<file path="config.mk">
export PLATFORM = sky130hd
export DESIGN_NAME = trap_insn_xform
export DESIGN_NICKNAME = d
export VERILOG_FILES = /design/src/rtl/trap_insn_xform.sv
export SDC_FILE = /design/constraint.sdc
export NUM_CORES = 1
export LEC_CHECK = 0
export BUFFER_PORTS_ARGS = -buffer_cell sky130_fd_sc_hd__buf_2
export CORE_AREA = 2 2 76 78
export DETAILED_ROUTE_END_ITERATION = 12
export DIE_AREA = 0 0 78 80
export PLACE_DENSITY = 0.6
export SLEW_MARGIN = 20
export SYNTH_ARGS = -nofsm -noshare
export SYNTH_HDL_FRONTEND = slang
export SYNTH_SLANG_ARGS = --single-unit
</file>
<file path="constraint.sdc">
create_clock -name vclk -period 10.7
set_input_delay 2.675 -clock vclk [all_inputs]
set_output_delay 2.675 -clock vclk [all_outputs]
set_load 0.03 [all_outputs]
</file>
<file path="src/rtl/trap_insn_xform.sv">
`timescale 1ns/1ps
module trap_insn_xform #(
  parameter int AW = 64
) (
  input  logic [31:0]   insn_i,
  input  logic          rv32_i,
  input  logic [AW-1:0] fault_addr_i,
  input  logic [AW-1:0] base_val_i,
  output logic [4:0]    base_idx_o,
  output logic [31:0]   tinst_o
);

  localparam logic [6:0] OP_LOAD   = 7'b0000011;
  localparam logic [6:0] OP_FLOAD  = 7'b0000111;
  localparam logic [6:0] OP_STORE  = 7'b0100011;
  localparam logic [6:0] OP_FSTORE = 7'b0100111;
  localparam logic [6:0] OP_AMO    = 7'b0101111;
  localparam logic [6:0] OP_SYS    = 7'b1110011;
  localparam logic [2:0] F3_WORD   = 3'b010;
  localparam logic [2:0] F3_DWORD  = 3'b011;
  localparam logic [2:0] F3_HVIRT  = 3'b100;
  localparam logic [4:0] SP_IDX    = 5'd2;
  localparam logic [AW-1:0] ONE    = {{(AW-1){1'b0}}, 1'b1};

  function automatic logic [31:0] ld_form(logic [6:0] opc, logic [2:0] f3, logic [4:0] rd);
    return {12'b0, 5'b0, f3, rd, opc};
  endfunction

  function automatic logic [31:0] st_form(logic [6:0] opc, logic [2:0] f3, logic [4:0] rs2);
    return {7'b0, rs2, 5'b0, f3, 5'b0, opc};
  endfunction

  logic          is_c;
  logic [2:0]    cf3;
  logic [4:0]    rs1_c, reg_c, rd_sp, rs2_sp;
  logic [AW-1:0] imm_cw, imm_cd, imm_lwsp, imm_ldsp, imm_swsp, imm_sdsp, imm_i, imm_s;

  assign is_c   = insn_i[1:0] != 2'b11;
  assign cf3    = insn_i[15:13];
  assign rs1_c  = {2'b01, insn_i[9:7]};
  assign reg_c  = {2'b01, insn_i[4:2]};
  assign rd_sp  = insn_i[11:7];
  assign rs2_sp = insn_i[6:2];

  assign imm_cw   = AW'({insn_i[5], insn_i[12:10], insn_i[6], 2'b00});
  assign imm_cd   = AW'({insn_i[6:5], insn_i[12:10], 3'b000});
  assign imm_lwsp = AW'({insn_i[3:2], insn_i[12], insn_i[6:4], 2'b00});
  assign imm_ldsp = AW'({insn_i[4:2], insn_i[12], insn_i[6:5], 3'b000});
  assign imm_swsp = AW'({insn_i[8:7], insn_i[12:9], 2'b00});
  assign imm_sdsp = AW'({insn_i[9:7], insn_i[12:10], 3'b000});
  assign imm_i    = AW'($signed(insn_i[31:20]));
  assign imm_s    = AW'($signed({insn_i[31:25], insn_i[11:7]}));

  logic [31:0]   xw;
  logic [4:0]    bidx;
  logic [AW-1:0] imm;
  logic [3:0]    szlog;
  logic          sized;

  always_comb begin
    xw    = '0;
    bidx  = '0;
    imm   = '0;
    szlog = '0;
    sized = 1'b0;
    if (is_c) begin
      case (insn_i[1:0])
        2'b00: begin
          case (cf3)
            3'b001: begin
              xw = ld_form(OP_FLOAD, F3_DWORD, reg_c);
              bidx = rs1_c; imm = imm_cd; szlog = 4'd3; sized = 1'b1;
            end
            3'b010: begin
              xw = ld_form(OP_LOAD, F3_WORD, reg_c);
              bidx = rs1_c; imm = imm_cw; szlog = 4'd2; sized = 1'b1;
            end
            3'b011: begin
              bidx = rs1_c; sized = 1'b1;
              if (rv32_i) begin
                xw = ld_form(OP_FLOAD, F3_WORD, reg_c); imm = imm_cw; szlog = 4'd2;
              end else begin
                xw = ld_form(OP_LOAD, F3_DWORD, reg_c); imm = imm_cd; szlog = 4'd3;
              end
            end
            3'b101: begin
              xw = st_form(OP_FSTORE, F3_DWORD, reg_c);
              bidx = rs1_c; imm = imm_cd; szlog = 4'd3; sized = 1'b1;
            end
            3'b110: begin
              xw = st_form(OP_STORE, F3_WORD, reg_c);
              bidx = rs1_c; imm = imm_cw; szlog = 4'd2; sized = 1'b1;
            end
            3'b111: begin
              bidx = rs1_c; sized = 1'b1;
              if (rv32_i) begin
                xw = st_form(OP_FSTORE, F3_WORD, reg_c); imm = imm_cw; szlog = 4'd2;
              end else begin
                xw = st_form(OP_STORE, F3_DWORD, reg_c); imm = imm_cd; szlog = 4'd3;
              end
            end
            default: ;
          endcase
        end
        2'b10: begin
          case (cf3)
            3'b001: begin
              xw = ld_form(OP_FLOAD, F3_DWORD, rd_sp);
              bidx = SP_IDX; imm = imm_ldsp; szlog = 4'd3; sized = 1'b1;
            end
            3'b010: begin
              xw = ld_form(OP_LOAD, F3_WORD, rd_sp);
              bidx = SP_IDX; imm = imm_lwsp; szlog = 4'd2; sized = 1'b1;
            end
            3'b011: begin
              bidx = SP_IDX; sized = 1'b1;
              if (rv32_i) begin
                xw = ld_form(OP_FLOAD, F3_WORD, rd_sp); imm = imm_lwsp; szlog = 4'd2;
              end else begin
                xw = ld_form(OP_LOAD, F3_DWORD, rd_sp); imm = imm_ldsp; szlog = 4'd3;
              end
            end
            3'b101: begin
              xw = st_form(OP_FSTORE, F3_DWORD, rs2_sp);
              bidx = SP_IDX; imm = imm_sdsp; szlog = 4'd3; sized = 1'b1;
            end
            3'b110: begin
              xw = st_form(OP_STORE, F3_WORD, rs2_sp);
              bidx = SP_IDX; imm = imm_swsp; szlog = 4'd2; sized = 1'b1;
            end
            3'b111: begin
              bidx = SP_IDX; sized = 1'b1;
              if (rv32_i) begin
                xw = st_form(OP_FSTORE, F3_WORD, rs2_sp); imm = imm_swsp; szlog = 4'd2;
              end else begin
                xw = st_form(OP_STORE, F3_DWORD, rs2_sp); imm = imm_sdsp; szlog = 4'd3;
              end
            end
            default: ;
          endcase
        end
        default: ;
      endcase
    end else begin
      case (insn_i[6:0])
        OP_AMO: begin
          xw = insn_i; bidx = insn_i[19:15];
          szlog = {1'b0, insn_i[14:12]}; sized = 1'b1;
        end
        OP_LOAD, OP_FLOAD: begin
          xw = {12'b0, insn_i[19:0]}; bidx = insn_i[19:15]; imm = imm_i;
          szlog = {1'b0, insn_i[14:12]}; sized = 1'b1;
        end
        OP_STORE, OP_FSTORE: begin
          xw = {7'b0, insn_i[24:12], 5'b0, insn_i[6:0]}; bidx = insn_i[19:15]; imm = imm_s;
          szlog = {1'b0, insn_i[14:12]}; sized = 1'b1;
        end
        OP_SYS: begin
          if (insn_i[14:12] == F3_HVIRT) begin
            xw = insn_i; bidx = insn_i[19:15];
            szlog = 4'd1 << insn_i[27:26]; sized = 1'b1;
          end
        end
        default: ;
      endcase
    end
  end

  logic [AW-1:0] mask, diff, off;
  logic          unused_hi;

  assign mask      = (ONE << szlog) - ONE;
  assign diff      = fault_addr_i - (base_val_i + imm);
  assign off       = diff & mask;
  assign unused_hi = ^off[AW-1:5];

  assign base_idx_o = bidx;
  assign tinst_o    = {xw[31:20], sized ? off[4:0] : xw[19:15], xw[14:2],
                       is_c ? 1'b0 : xw[1], xw[0]};

  always_comb begin

    cmp_bit1_chk: assert (!is_c || tinst_o[1] == 1'b0);

    ld_imm_zero_chk: assert (is_c || !(insn_i[6:0] == OP_LOAD || insn_i[6:0] == OP_FLOAD)
                             || tinst_o[31:20] == 12'b0);

    st_imm_zero_chk: assert (is_c || !(insn_i[6:0] == OP_STORE || insn_i[6:0] == OP_FSTORE)
                             || (tinst_o[31:25] == 7'b0 && tinst_o[11:7] == 5'b0));

    amo_keep_chk: assert (is_c || insn_i[6:0] != OP_AMO
                          || (tinst_o[31:20] == insn_i[31:20] && tinst_o[14:0] == insn_i[14:0]));

    byte_off_zero_chk: assert (is_c || insn_i[6:0] != OP_LOAD || insn_i[14:12] != 3'b000
                               || tinst_o[19:15] == 5'b0);

    sp_base_chk: assert (insn_i[1:0] != 2'b10 || tinst_o == 32'b0 || base_idx_o == SP_IDX);

    q1_zero_chk: assert (insn_i[1:0] != 2'b01 || (tinst_o == 32'b0 && base_idx_o == 5'b0));
  end

endmodule

</file>
==> impl_results.md <==
* Complex-gate fraction of the synthesized area at 0.3402
* Final-layout clock buffer total at 0
* Fraction of final layout cells with drive strength greater than 1 at 0.4095
* Share of synthesized area occupied by flip-flops and latches at 0
* Layout Area Growth over Synthesis at 49.03%
* Drt total wl at 3959 µm
* Post CTS Setup Buffer Count at 0
* Number of max-slew violations in the final report at 0
* Number of distinct standard cells referenced by the synthesized netlist at between 40 and 50
* Vias/cell at about 4.8
* Buffers added on ports at 80
* Max stage delay cell, worst path: sky130_fd_sc_hd__nor4bb_1
* Filler cell count at 630
* CP startpoint: insn_i[1]
* Worst-Margin Slew at 0.7737 ns
* Aggregate global-route resource usage at 0.1201
* Static leakage at roughly 0.8 nW
* Pre-CTS WS at between 2 and 2.5 ns
* Detailed Place HPWL at between 3000 and 4000 µm
* Post-synth design cell area at 967.2 µm²
* Seq. cell area at 0 µm²
* Critical path capture point type: primary output
* Routability Congestion at ~0.87
* Cells on Worst Hold Path at 3
* Main combinational cell family by area after synthesis: compound AO/OA/AOI/OAI gates
* Maximum ir drop on the vdd rail at around 0.000021 V
* List of cells traversed by the critical path: buf_2 > nor4bb_1 > nand2b_1 > o31ai_1 > fa_1 > inv_1 > ha_1 > a21o_1 > a21oi_1 > xnor2_1 > xnor2_1 > a311oi_1 > buf_2
* Top library cells by usage in the layout, fill and taps aside: sky130_fd_sc_hd__buf_2 (80), sky130_fd_sc_hd__nor2_1 (13), sky130_fd_sc_hd__inv_1 (12)
* Element type at the critical path start: input pin
* Crit path capture: tinst_o[19]
* Global-route wire length before repair at 6182 µm
* Simple-gate share of the synthesized area at 0.3105
* Post-detailed-route wirelength per cell at between 10 and 15 µm
* Height of the chip at ~80 µm
* Number of warnings reported in the yosys synthesis log at 0
* First-iteration detailed-routing DRC count at 48
* Pwr per Cell Area at 46.43 nW/µm²
* Post-detailed-route DRC marker count at 0
* Full die area at ~6200 µm²
* Post-synthesis instance total at around 130
* Outcome: finished, final reports clean
* CP Max Fanout at 12
* Count of instances resized after the clock tree is built at 0
* Classification of the worst-slack hold path: in -> out
* Total count of hold-check failures in the final report at 0
* Post-Synthesis Net Count at 304
* Ant diodes at 0
* Signal arrival time at the worst endpoint at slightly below 6 ns
* Area share of fa/ha/maj cells after synthesis at 0.1475
* Initial DRT Pass Iterations at 4
* Most common library cell in the layout ignoring fill and taps: sky130_fd_sc_hd__buf_2
* Multiplexer share of the synthesized area at 0.07503
* Vias at around 1400
* Number of placed I/O pins at a little under 200
* Post-synthesis average cell area at 7.218 µm²
* WP data required at 8.03 ns
* Final setup violation count at 0
* Hold buffer count at cts at 0
* Total grt overflow at 0
* Setup total negative slack at 0 ns
* Delay of the slowest critical-path stage at 0.55 ns
* Worst path setup slack after routing at ~2 ns
* Antenna violations before repair at 0
* Largest net degree at the start of global routing at 14
* Setup repair after global routing missed its margin: no
* Net count, final at ~380
* Post-route minimum period at between 8 and 9 ns
* Area share of xor/xnor cells in the synthesized design at 0.05433
* Post-route standard cell area excluding fillers at between 1000 and 1500 µm²
* Worst relative slew slack at 0.4823
* Area of the core at between 5000 and 6000 µm²
* Number of sequential cells at 0
* Total number of placement rows at 27
* # Max-Cap Violations at 0
* Timing-limited maximum frequency at between 100 and 150 MHz
* Vias in the first global route at 1283
* Remaining number of nets flagged by the antenna check after routing at 0
* Category of the critical setup timing path: in -> out
* Min-delay src: insn_i[18]
* Die Wd at roughly 78 µm
* Starting density of the core at 0.1789
* Cell area after placement at 1441 µm²
* Share of the clock period used by the worst path after layout at 0.8081
## worst max-delay path, delay by kind of cell
| family | cells | cell delay (ns) |
|---|---|---|
| AO/OA/AOI/OAI | 4 | 1.01 |
| AND/OR/NAND/NOR | 2 | 0.78 |
| adder cells (fa/ha/maj) | 2 | 0.72 |
| buffers and inverters | 3 | 0.52 |
| XOR/XNOR | 2 | 0.25 |
## cell usage after synthesis, types with 2 or more instances
library cell | instances | area share
sky130_fd_sc_hd__and2_1 | 4 | 0.026
sky130_fd_sc_hd__mux2_2 | 2 | 0.023
sky130_fd_sc_hd__nor3_1 | 2 | 0.010
sky130_fd_sc_hd__fa_1 | 4 | 0.083
sky130_fd_sc_hd__o31ai_1 | 2 | 0.016
sky130_fd_sc_hd__clkbuf_1 | 3 | 0.012
sky130_fd_sc_hd__nor3b_1 | 2 | 0.016
sky130_fd_sc_hd__a21oi_1 | 4 | 0.021
sky130_fd_sc_hd__or4_1 | 2 | 0.016
sky130_fd_sc_hd__nand3_1 | 2 | 0.010
sky130_fd_sc_hd__a21o_1 | 6 | 0.047
sky130_fd_sc_hd__inv_1 | 12 | 0.047
sky130_fd_sc_hd__a22o_1 | 11 | 0.10
sky130_fd_sc_hd__nand2_1 | 8 | 0.031
sky130_fd_sc_hd__xnor2_1 | 4 | 0.036
sky130_fd_sc_hd__nor2_1 | 13 | 0.050
sky130_fd_sc_hd__o21ai_0 | 4 | 0.021
sky130_fd_sc_hd__a21bo_2 | 2 | 0.021
sky130_fd_sc_hd__ha_1 | 5 | 0.065
sky130_fd_sc_hd__nand2b_1 | 4 | 0.026
sky130_fd_sc_hd__or2_1 | 2 | 0.013
sky130_fd_sc_hd__nor2b_1 | 6 | 0.039
sky130_fd_sc_hd__o221ai_1 | 2 | 0.018
sky130_fd_sc_hd__xor2_1 | 2 | 0.018
sky130_fd_sc_hd__mux2i_1 | 5 | 0.052
## how the worst min path moves through the flow
stage,endpoint,slack (ns)
floorplan,tinst_o[3],5.52
global route,base_idx_o[2],5.73
finish,base_idx_o[3],5.70
detailed placement,base_idx_o[3],5.70
global placement,base_idx_o[3],5.69
CTS,base_idx_o[3],5.70
## metal layers
metal	GRT usage	vias to the layer above	share of wire	routed length, µm
li1	-	648	-	-
met1	0.1795	629	0.48	1910
met2	0.1940	71	0.44	1732
met3	0.01131	4	0.075	295
met4	0.007018	0	0.0051	20
met5	0	-	0	0
## area by class of cell
type	count	area [µm²]	share of cell area
Timing Repair Buffer	80	400.4	0.2778
Multi-Input combinational cell	117	897.1	0.6224
Tap cell	72	90.09	0.06250
Inverter	13	53.80	0.03733
## power by group
part           internal, mW  leakage (nW)  switching (mW)  total [mW]
clock                     0             0               0           0
sequential                0             0               0           0
combinational        0.0274         0.803          0.0395      0.0669
## kinds of logic after synthesis
logic type                 count (synthesis)
xor gates and xnor gates                   6
and+or+nand+nor                           53
AOI/OAI and AO/OA                         42
adders and majority gates                  9
buffers and inverters                     17
muxes                                      7
## metrics by stage
step                        util  instances  hold WS [ns]  power, mW
after detailed placement  0.2667        282         5.702    0.06675
final                     0.2667        282         5.703    0.06692
after CTS                 0.2667        282         5.705    0.06717
after global routing      0.2667        282         5.728    0.07361
after global placement    0.2667        282         5.694    0.06671
after floorplan                -        134         5.523    0.04336
No activity file was read; power rests on OpenSTA's default activity.
